===== config.mk =====
export PLATFORM = sky130hd
export DESIGN_NAME = muldiv_unit
export DESIGN_NICKNAME = d
export VERILOG_FILES = /design/src/rtl/mdu_pkg.sv /design/src/rtl/mdu_ctrl.sv /design/src/rtl/mdu_dp.sv /design/src/rtl/muldiv_unit.sv
export SDC_FILE = /design/constraint.sdc
export NUM_CORES = 2
export LEC_CHECK = 0
export BUFFER_PORTS_ARGS = -buffer_cell sky130_fd_sc_hd__buf_2
export CORE_MARGIN = 2
export CORE_UTILIZATION = 57
export DETAILED_ROUTE_END_ITERATION = 7
export GPL_ROUTABILITY_DRIVEN = 0
export PLACE_DENSITY = 0.74
export SETUP_SLACK_MARGIN = 0.2
export SKIP_CTS_REPAIR_TIMING = 1
export SYNTH_ARGS = -nofsm -noshare
export SYNTH_HDL_FRONTEND = slang
export SYNTH_SLANG_ARGS = --single-unit
export TNS_END_PERCENT = 20

===== constraint.sdc =====
create_clock -name clk -period 6.45 [get_ports clk]
set_input_delay 0.645 -clock clk [delete_from_list [all_inputs] [get_ports clk]]
set_output_delay 0.645 -clock clk [all_outputs]
set_load 0.01 [all_outputs]

===== src/rtl/mdu_pkg.sv =====
package mdu_pkg;

  typedef enum logic [3:0] {
    OP_SMUL  = 4'd0,
    OP_UMUL  = 4'd1,
    OP_SMAC  = 4'd2,
    OP_UMAC  = 4'd3,
    OP_SMSB  = 4'd4,
    OP_UMSB  = 4'd5,
    OP_MULLO = 4'd6,
    OP_SDIV  = 4'd7,
    OP_UDIV  = 4'd8,
    OP_RDHI  = 4'd9,
    OP_RDLO  = 4'd10,
    OP_WRHI  = 4'd11,
    OP_WRLO  = 4'd12
  } mduOp_e;

  // strobes from sequencer to datapath
  typedef struct packed {
    logic loadMul;
    logic stepMul;
    logic finMul;
    logic loadDiv;
    logic prepDiv;
    logic stepDiv;
    logic fixDiv;
    logic finDiv;
    logic writeHi;
    logic writeLo;
    logic readHi;
    logic readLo;
    logic opSigned;
    logic opAcc;
    logic opSub;
    logic opLow;
  } mduCtl_t;

endpackage


===== src/rtl/mdu_ctrl.sv =====
module mdu_ctrl
  import mdu_pkg::*;
#(
  parameter int MUL_STEPS = 4,
  parameter int DIV_STEPS = 32
) (
  input  logic       clk,
  input  logic       rstN,
  input  logic       opValid,
  input  logic [3:0] opCode,
  output mduCtl_t    ctl,
  output logic       busy,
  output logic       stall,
  output logic       done
);

  localparam int CNT_W = $clog2(DIV_STEPS + 1);
  localparam int RL_W  = $clog2(DIV_STEPS + 8) + 1;

  typedef enum logic [2:0] {
    S_IDLE, S_MUL_RUN, S_MUL_FIN, S_DIV_PREP, S_DIV_RUN, S_DIV_FIX, S_DIV_FIN
  } state_e;

  state_e           state;
  logic [CNT_W-1:0] cnt;
  logic             sgnQ, accQ, subQ, lowQ;
  logic             accept, isMul, isDiv, decSigned;
  mduOp_e           op;

  assign op        = mduOp_e'(opCode);
  assign accept    = opValid && (state == S_IDLE);
  assign isMul     = (opCode <= 4'd6);
  assign isDiv     = (op == OP_SDIV) || (op == OP_UDIV);
  assign decSigned = (op == OP_SMUL) || (op == OP_SMAC) || (op == OP_SMSB) ||
                     (op == OP_MULLO) || (op == OP_SDIV);

  assign busy  = (state != S_IDLE);
  assign stall = opValid && busy;

  always_ff @(posedge clk) begin
    if (!rstN) begin
      state <= S_IDLE;
      cnt   <= '0;
      done  <= 1'b0;
      sgnQ  <= 1'b0;
      accQ  <= 1'b0;
      subQ  <= 1'b0;
      lowQ  <= 1'b0;
    end else begin
      done <= 1'b0;
      case (state)
        S_IDLE: if (accept && (isMul || isDiv)) begin
          sgnQ  <= decSigned;
          accQ  <= (opCode >= 4'd2) && (opCode <= 4'd5);
          subQ  <= (op == OP_SMSB) || (op == OP_UMSB);
          lowQ  <= (op == OP_MULLO);
          cnt   <= '0;
          state <= isMul ? S_MUL_RUN : S_DIV_PREP;
        end
        S_MUL_RUN: begin
          cnt <= cnt + CNT_W'(1);
          if (cnt == CNT_W'(MUL_STEPS - 1)) state <= S_MUL_FIN;
        end
        S_DIV_PREP: state <= S_DIV_RUN;
        S_DIV_RUN: begin
          cnt <= cnt + CNT_W'(1);
          if (cnt == CNT_W'(DIV_STEPS - 1)) state <= sgnQ ? S_DIV_FIX : S_DIV_FIN;
        end
        S_DIV_FIX: state <= S_DIV_FIN;
        S_MUL_FIN, S_DIV_FIN: begin
          state <= S_IDLE;
          done  <= 1'b1;
        end
        default: state <= S_IDLE;
      endcase
    end
  end

  always_comb begin
    ctl          = '0;
    ctl.loadMul  = accept && isMul;
    ctl.loadDiv  = accept && isDiv;
    ctl.writeHi  = accept && (op == OP_WRHI);
    ctl.writeLo  = accept && (op == OP_WRLO);
    ctl.readHi   = accept && (op == OP_RDHI);
    ctl.readLo   = accept && (op == OP_RDLO);
    ctl.stepMul  = (state == S_MUL_RUN);
    ctl.finMul   = (state == S_MUL_FIN);
    ctl.prepDiv  = (state == S_DIV_PREP);
    ctl.stepDiv  = (state == S_DIV_RUN);
    ctl.fixDiv   = (state == S_DIV_FIX);
    ctl.finDiv   = (state == S_DIV_FIN);
    ctl.opSigned = accept ? decSigned : sgnQ;
    ctl.opAcc    = accQ;
    ctl.opSub    = subQ;
    ctl.opLow    = lowQ;
  end

  // checker: edges since the accepting edge
  logic [RL_W-1:0] runLen;
  always_ff @(posedge clk) begin
    if (!rstN)       runLen <= '0;
    else if (accept) runLen <= '0;
    else if (busy)   runLen <= runLen + RL_W'(1);
  end

  // completion only at the fixed latencies
  p_done_latency_r3: assert property (@(posedge clk) disable iff (!rstN)
    done |-> (runLen == RL_W'(MUL_STEPS + 1)) || (runLen == RL_W'(DIV_STEPS + 2)) ||
             (runLen == RL_W'(DIV_STEPS + 3)));

  p_done_idle_r9: assert property (@(posedge clk) disable iff (!rstN)
    done |-> !busy && !stall);

  p_busy_cause_r2: assert property (@(posedge clk) disable iff (!rstN)
    $rose(busy) |-> $past(opValid));

  p_done_pulse_r3: assert property (@(posedge clk) disable iff (!rstN)
    done |=> !done);

endmodule


===== src/rtl/mdu_dp.sv =====
module mdu_dp
  import mdu_pkg::*;
#(
  parameter int WIDTH     = 32,
  parameter int STEP_BITS = 8
) (
  input  logic             clk,
  input  logic             rstN,
  input  mduCtl_t          ctl,
  input  logic [WIDTH-1:0] opA,
  input  logic [WIDTH-1:0] opB,
  input  logic             satMode,
  input  logic             compatMode,
  output logic [WIDTH-1:0] result,
  output logic             resValid,
  output logic             overflow
);

  localparam int DW = 2 * WIDTH;
  localparam logic [DW-1:0] SAT_MAX = {1'b0, {(DW-1){1'b1}}};
  localparam logic [DW-1:0] SAT_MIN = {1'b1, {(DW-1){1'b0}}};

  logic [WIDTH-1:0] hiReg, loReg;
  logic [DW-1:0]    mcand, prod;
  logic [WIDTH-1:0] mplier;
  logic             negRes;
  logic [WIDTH-1:0] quo, rem, divisor;
  logic             negQ, negR;

  function automatic logic [WIDTH-1:0] absv(input logic [WIDTH-1:0] v, input logic s);
    return (s && v[WIDTH-1]) ? -v : v;
  endfunction

  // finishing-cycle arithmetic
  logic [DW-1:0] signedProd, addend, accIn, res64;
  logic [DW:0]   sum;
  logic          ovfRaw;
  logic [WIDTH+1:0] trial;

  always_comb begin
    signedProd = negRes ? -prod : prod;
    accIn      = {hiReg, loReg};
    addend     = ctl.opSub ? -signedProd : signedProd;
    sum        = {accIn[DW-1], accIn} + {addend[DW-1], addend};
    ovfRaw     = ctl.opAcc && ctl.opSigned && !compatMode && (sum[DW] ^ sum[DW-1]);
    if (!ctl.opAcc)             res64 = signedProd;
    else if (ovfRaw && satMode) res64 = sum[DW] ? SAT_MIN : SAT_MAX;
    else                        res64 = sum[DW-1:0];
    trial = {1'b0, rem, quo[WIDTH-1]} - {2'b00, divisor};
  end

  always_ff @(posedge clk) begin
    if (!rstN) begin
      hiReg <= '0; loReg <= '0; result <= '0; resValid <= 1'b0; overflow <= 1'b0;
      mcand <= '0; prod <= '0; mplier <= '0; negRes <= 1'b0;
      quo <= '0; rem <= '0; divisor <= '0; negQ <= 1'b0; negR <= 1'b0;
    end else begin
      resValid <= 1'b0;
      if (ctl.writeHi) hiReg <= opA;
      if (ctl.writeLo) loReg <= opA;
      if (ctl.readHi) begin result <= hiReg; resValid <= 1'b1; end
      if (ctl.readLo) begin result <= loReg; resValid <= 1'b1; end
      if (ctl.loadMul) begin
        mcand  <= {{WIDTH{1'b0}}, absv(opA, ctl.opSigned)};
        mplier <= absv(opB, ctl.opSigned);
        prod   <= '0;
        negRes <= ctl.opSigned && (opA[WIDTH-1] ^ opB[WIDTH-1]);
      end
      if (ctl.stepMul) begin
        prod   <= prod + mcand * {{(DW-STEP_BITS){1'b0}}, mplier[STEP_BITS-1:0]};
        mcand  <= mcand << STEP_BITS;
        mplier <= mplier >> STEP_BITS;
      end
      if (ctl.finMul) begin
        overflow <= ovfRaw;
        if (ctl.opLow) begin
          result   <= signedProd[WIDTH-1:0];
          resValid <= 1'b1;
        end else begin
          {hiReg, loReg} <= res64;
        end
      end
      if (ctl.loadDiv) begin
        quo     <= opA;
        divisor <= opB;
      end
      if (ctl.prepDiv) begin
        quo     <= absv(quo, ctl.opSigned);
        divisor <= absv(divisor, ctl.opSigned);
        rem     <= '0;
        negQ    <= ctl.opSigned && (quo[WIDTH-1] ^ divisor[WIDTH-1]);
        negR    <= ctl.opSigned && quo[WIDTH-1];
      end
      if (ctl.stepDiv) begin
        if (!trial[WIDTH+1]) begin
          rem <= trial[WIDTH-1:0];
          quo <= {quo[WIDTH-2:0], 1'b1};
        end else begin
          rem <= {rem[WIDTH-2:0], quo[WIDTH-1]};
          quo <= {quo[WIDTH-2:0], 1'b0};
        end
      end
      if (ctl.fixDiv) begin
        if (negQ) quo <= -quo;
        if (negR) rem <= -rem;
      end
      if (ctl.finDiv) begin
        loReg    <= quo;
        hiReg    <= rem;
        overflow <= 1'b0;
      end
    end
  end

  // restoring invariant, partial remainder below the divisor
  p_rem_bound_r6: assert property (@(posedge clk) disable iff (!rstN)
    ctl.stepDiv && (divisor != '0) |=> (rem < divisor));

  p_hilo_kept_r5: assert property (@(posedge clk) disable iff (!rstN)
    ctl.finMul && ctl.opLow |=> $stable({hiReg, loReg}) && resValid);

  p_sat_clamp_r11: assert property (@(posedge clk) disable iff (!rstN)
    ctl.finMul && ovfRaw && satMode |=>
      overflow && (({hiReg, loReg} == SAT_MAX) || ({hiReg, loReg} == SAT_MIN)));

  p_no_overflow_r12: assert property (@(posedge clk) disable iff (!rstN)
    ctl.finMul && compatMode |=> !overflow);

endmodule


===== src/rtl/muldiv_unit.sv =====
module muldiv_unit
  import mdu_pkg::*;
#(
  parameter int WIDTH         = 32,
  parameter int MUL_STEP_BITS = 8
) (
  input  logic             clk,
  input  logic             rstN,
  input  logic             opValid,
  input  logic [3:0]       opCode,
  input  logic [WIDTH-1:0] opA,
  input  logic [WIDTH-1:0] opB,
  input  logic             satMode,
  input  logic             compatMode,
  output logic             stall,
  output logic             busy,
  output logic             done,
  output logic             resValid,
  output logic [WIDTH-1:0] result,
  output logic             overflow
);

  localparam int MUL_STEPS = WIDTH / MUL_STEP_BITS;
  localparam int DIV_STEPS = WIDTH;

  mduCtl_t ctl;

  mdu_ctrl #(.MUL_STEPS(MUL_STEPS), .DIV_STEPS(DIV_STEPS)) ctrl_i (
    .clk(clk), .rstN(rstN), .opValid(opValid), .opCode(opCode),
    .ctl(ctl), .busy(busy), .stall(stall), .done(done)
  );

  mdu_dp #(.WIDTH(WIDTH), .STEP_BITS(MUL_STEP_BITS)) dp_i (
    .clk(clk), .rstN(rstN), .ctl(ctl), .opA(opA), .opB(opB),
    .satMode(satMode), .compatMode(compatMode),
    .result(result), .resValid(resValid), .overflow(overflow)
  );

endmodule


==> impl_metrics.json <==
{
  "run_status": "finished, violations left",
  "violations": "DRC",
  "die_w_um": 284,
  "port_buffers": 109,
  "yosys.area_share.adder": 0.234,
  "syn-num-nets": 6584,
  "netlist.area_leader.share": 0.184,
  "worstMarginPinSlew_ps": 1370,
  "drtIter0Drc": 7014,
  "cap_violations": 0,
  "numCtsBuffers": 46,
  "synth_top_cells_by_area": "fa_1 18%, dfxtp_1 17%, nand2_1 7.1%, a21oi_1 6.0%, ha_1 5.0%",
  "cp_max_fo": 21,
  "power_leakage_nw": 22.6,
  "power.density_nw_per_um2": 225,
  "syn-cell-area_sq_um": 44800,
  "async_flop_share": 0,
  "placed_area_sq_um": 47000,
  "grt_pass1_vias": 42600,
  "ant_nets": 0,
  "post-place-ws_ps": -155,
  "ys_seq_area_frac": 0.166,
  "syn_to_final_growth_pct": 10.6,
  "grt_pass1_wl_mm": 255,
  "cts_sinks": 371,
  "synth_mux_area_frac": 0.0192,
  "fin_ws_ps": 295,
  "drc": 1,
  "initial_core_util": 0.577,
  "cts-root-buf": "clkbuf_16",
  "vias": 46300,
  "wl_per_cell_um": 24.1,
  "final_util": 0.638,
  "clock_latency_ps": 660,
  "chipHeight_um": 284,
  "track_usage": 0.404,
  "ys.warnings.count": 0,
  "cp.required_ps": 6980,
  "relSlewSlack": 0.0802,
  "peakVddDrop_mv": 0.205,
  "rsz0062_at_grt": "true",
  "dpl.hpwl_mm": 124,
  "slew_viol_final": 0,
  "worstReg2RegStart": "dp_i.mplier[1]",
  "synth_xor_area_frac": 0.0711,
  "start_kind": "register",
  "synth_edf_count": 0,
  "grt_max_degree": 173,
  "ff2ff_setup_slack_ps": 290,
  "skew_ps": 50.8,
  "synth_top_family_by_area": "adder cells",
  "avgViaCountPerCell": 6.63,
  "rr_worst_depth": 20,
  "synth_cells": 5919,
  "dieArea_sq_um": 80900,
  "arrival_ps": 6680,
  "synth_cell_types": 95,
  "wl_mm": 168,
  "worstSetupEndpointType": "register",
  "timing.rr.end": "dp_i.prod[56]",
  "post-route-cell-area_sq_um": 49500,
  "core-area_sq_um": 77600,
  "io_pins": 110,
  "cts_tree": "done",
  "ctsLongestPathBuffers": 3,
  "synth.ff_latch_count": 371,
  "whs_path_depth": 3,
  "row_count": 102,
  "htreeDepth": 2,
  "drive_above_1_share": 0.108,
  "hold_end": "dp_i.mplier[31]",
  "finalCritPeriodShare": 0.954,
  "yosys.area.top_type": "fa_1",
  "worstSetupPathType": "register to register",
  "finalHoldViolations": 0,
  "antenna_found_initial": 4,
  "finalSetupTns_ps": 0,
  "setup_viol": 0,
  "finalCriticalPeriod_ps": 6160,
  "clock.fmax_mhz": 162,
  "worstHoldStart": "opB[31]",
  "path_clk_slew_ps": 60,
  "total_power_w": 0.0111,
  "ys.flop_type": "dfxtp_1",
  "final_nets": 6558,
  "detail_route.first_pass.iterations": 8,
  "min_path_type": "input pin to register",
  "synthSimpleGateAreaFrac": 0.217,
  "avgSynthCellArea_sq_um": 7.57,
  "synth-compound-area-share": 0.218,
  "overflow": 0
}
## metal layers
layer	vias up	GRT usage	wire (um)
met2	3349	0.564	67000
met3	616	0.155	27000
met5	-	0	0
li1	20300	-	-
met1	22000	0.549	64200
met4	0	0.184	9950
## through the flow
stage | instances | hold WS (ps)
after floorplan | 5919 | 412
after global placement | 6853 | 426
after detailed placement | 6853 | 429
after CTS | 6936 | 335
after global routing | 6970 | 347
final | 6974 | 345
## how the worst max path moves through the flow
stage,start,end,slack [ps],depth (start not counted)
finish,dp_i.mplier[1],dp_i.prod[56],290,20
global route,dp_i.prod[17],dp_i.loReg[13],20,25
CTS,dp_i.prod[0],dp_i.hiReg[3],-200,23
detailed placement,dp_i.prod[0],dp_i.loReg[2],-150,23
global placement,dp_i.prod[12],dp_i.loReg[2],30,21
floorplan,dp_i.prod[8],dp_i.loReg[11],210,24
## registers in the layout, summed over array words and instances, names as in the netlist, 3 cells and up
register and cells:
dp_i.mcand 64, dp_i.prod 64, dp_i.divisor 32, dp_i.hiReg 32
dp_i.loReg 32, dp_i.mplier 32, dp_i.quo 32, dp_i.rem 32
dp_i.result 32, ctrl_i.cnt 6, ctrl_i.state 3
## kinds of logic (layout without fill, tap and decap cells)
group,after synthesis,after routing
and+or+nand+nor,2064,2064
buffers and inverters,881,890
DFF,371,371
xor gates and xnor gates,363,363
muxes,85,85
AOI/OAI and AO/OA,1563,1563
other,0,6
adders and majority gates,592,592
## cell usage after synthesis, drive strengths merged, types with 47 or more instances
library cell / n
a211oi: 66
a21o: 84
a21oi: 540
a22oi: 79
a31oi: 68
and2: 213
buf: 48
clkbuf: 398
dfxtp: 371
fa: 412
ha: 180
inv: 434
mux2i: 76
nand2: 852
nand3: 164
nand4: 76
nor2: 406
nor3: 98
o21ai: 336
o31ai: 67
or3: 47
xnor2: 245
xor2: 118
## cells in the final DEF, fill, tap and decap left out, types with 160 or more instances in the layout
master / n
nand2_1: 847
a21oi_1: 531
inv_1: 430
fa_1: 412
nor2_1: 399
dfxtp_1: 352
o21ai_0: 305
buf_4: 242
xnor2_1: 238
and2_1: 210
ha_1: 162
nand3_1: 160
## final cells by class
| class | instances | area [sq um] |
|---|---|---|
| Sequential cell | 371 | 7460 |
| Clock buffer | 63 | 1310 |
| Clock inverter | 20 | 372 |
| Multi-Input combinational cell | 4667 | 34700 |
| Tap cell | 1040 | 1300 |
| Inverter | 435 | 1640 |
| Antenna cell | 6 | 15.0 |
| Fill cell | 6806 | 28100 |
| Timing Repair Buffer | 372 | 2700 |
## critical path, cell delays in order, from the launching register on
cell	delay, ps
dfxtp_4	460
buf_12	210
nand2_1	90
fa_1	530
inv_1	60
fa_1	530
fa_1	450
fa_1	520
ha_1	320
and3_1	230
and3_1	260
and3_1	250
nand2_1	70
or4_1	660
a211oi_2	310
buf_4	170
o211ai_1	100
buf_4	180
a211oi_1	240
o21ai_0	100
a32o_1	260
## power by group
group | leakage [nW] | switching, W | total (W) | internal, W
clock network | 0.819 | 0.00118 | 0.00296 | 0.00178
registers | 3.01 | 0.000474 | 0.00302 | 0.00254
logic | 18.8 | 0.00334 | 0.00515 | 0.00182
(Power assumes the default switching activity.)
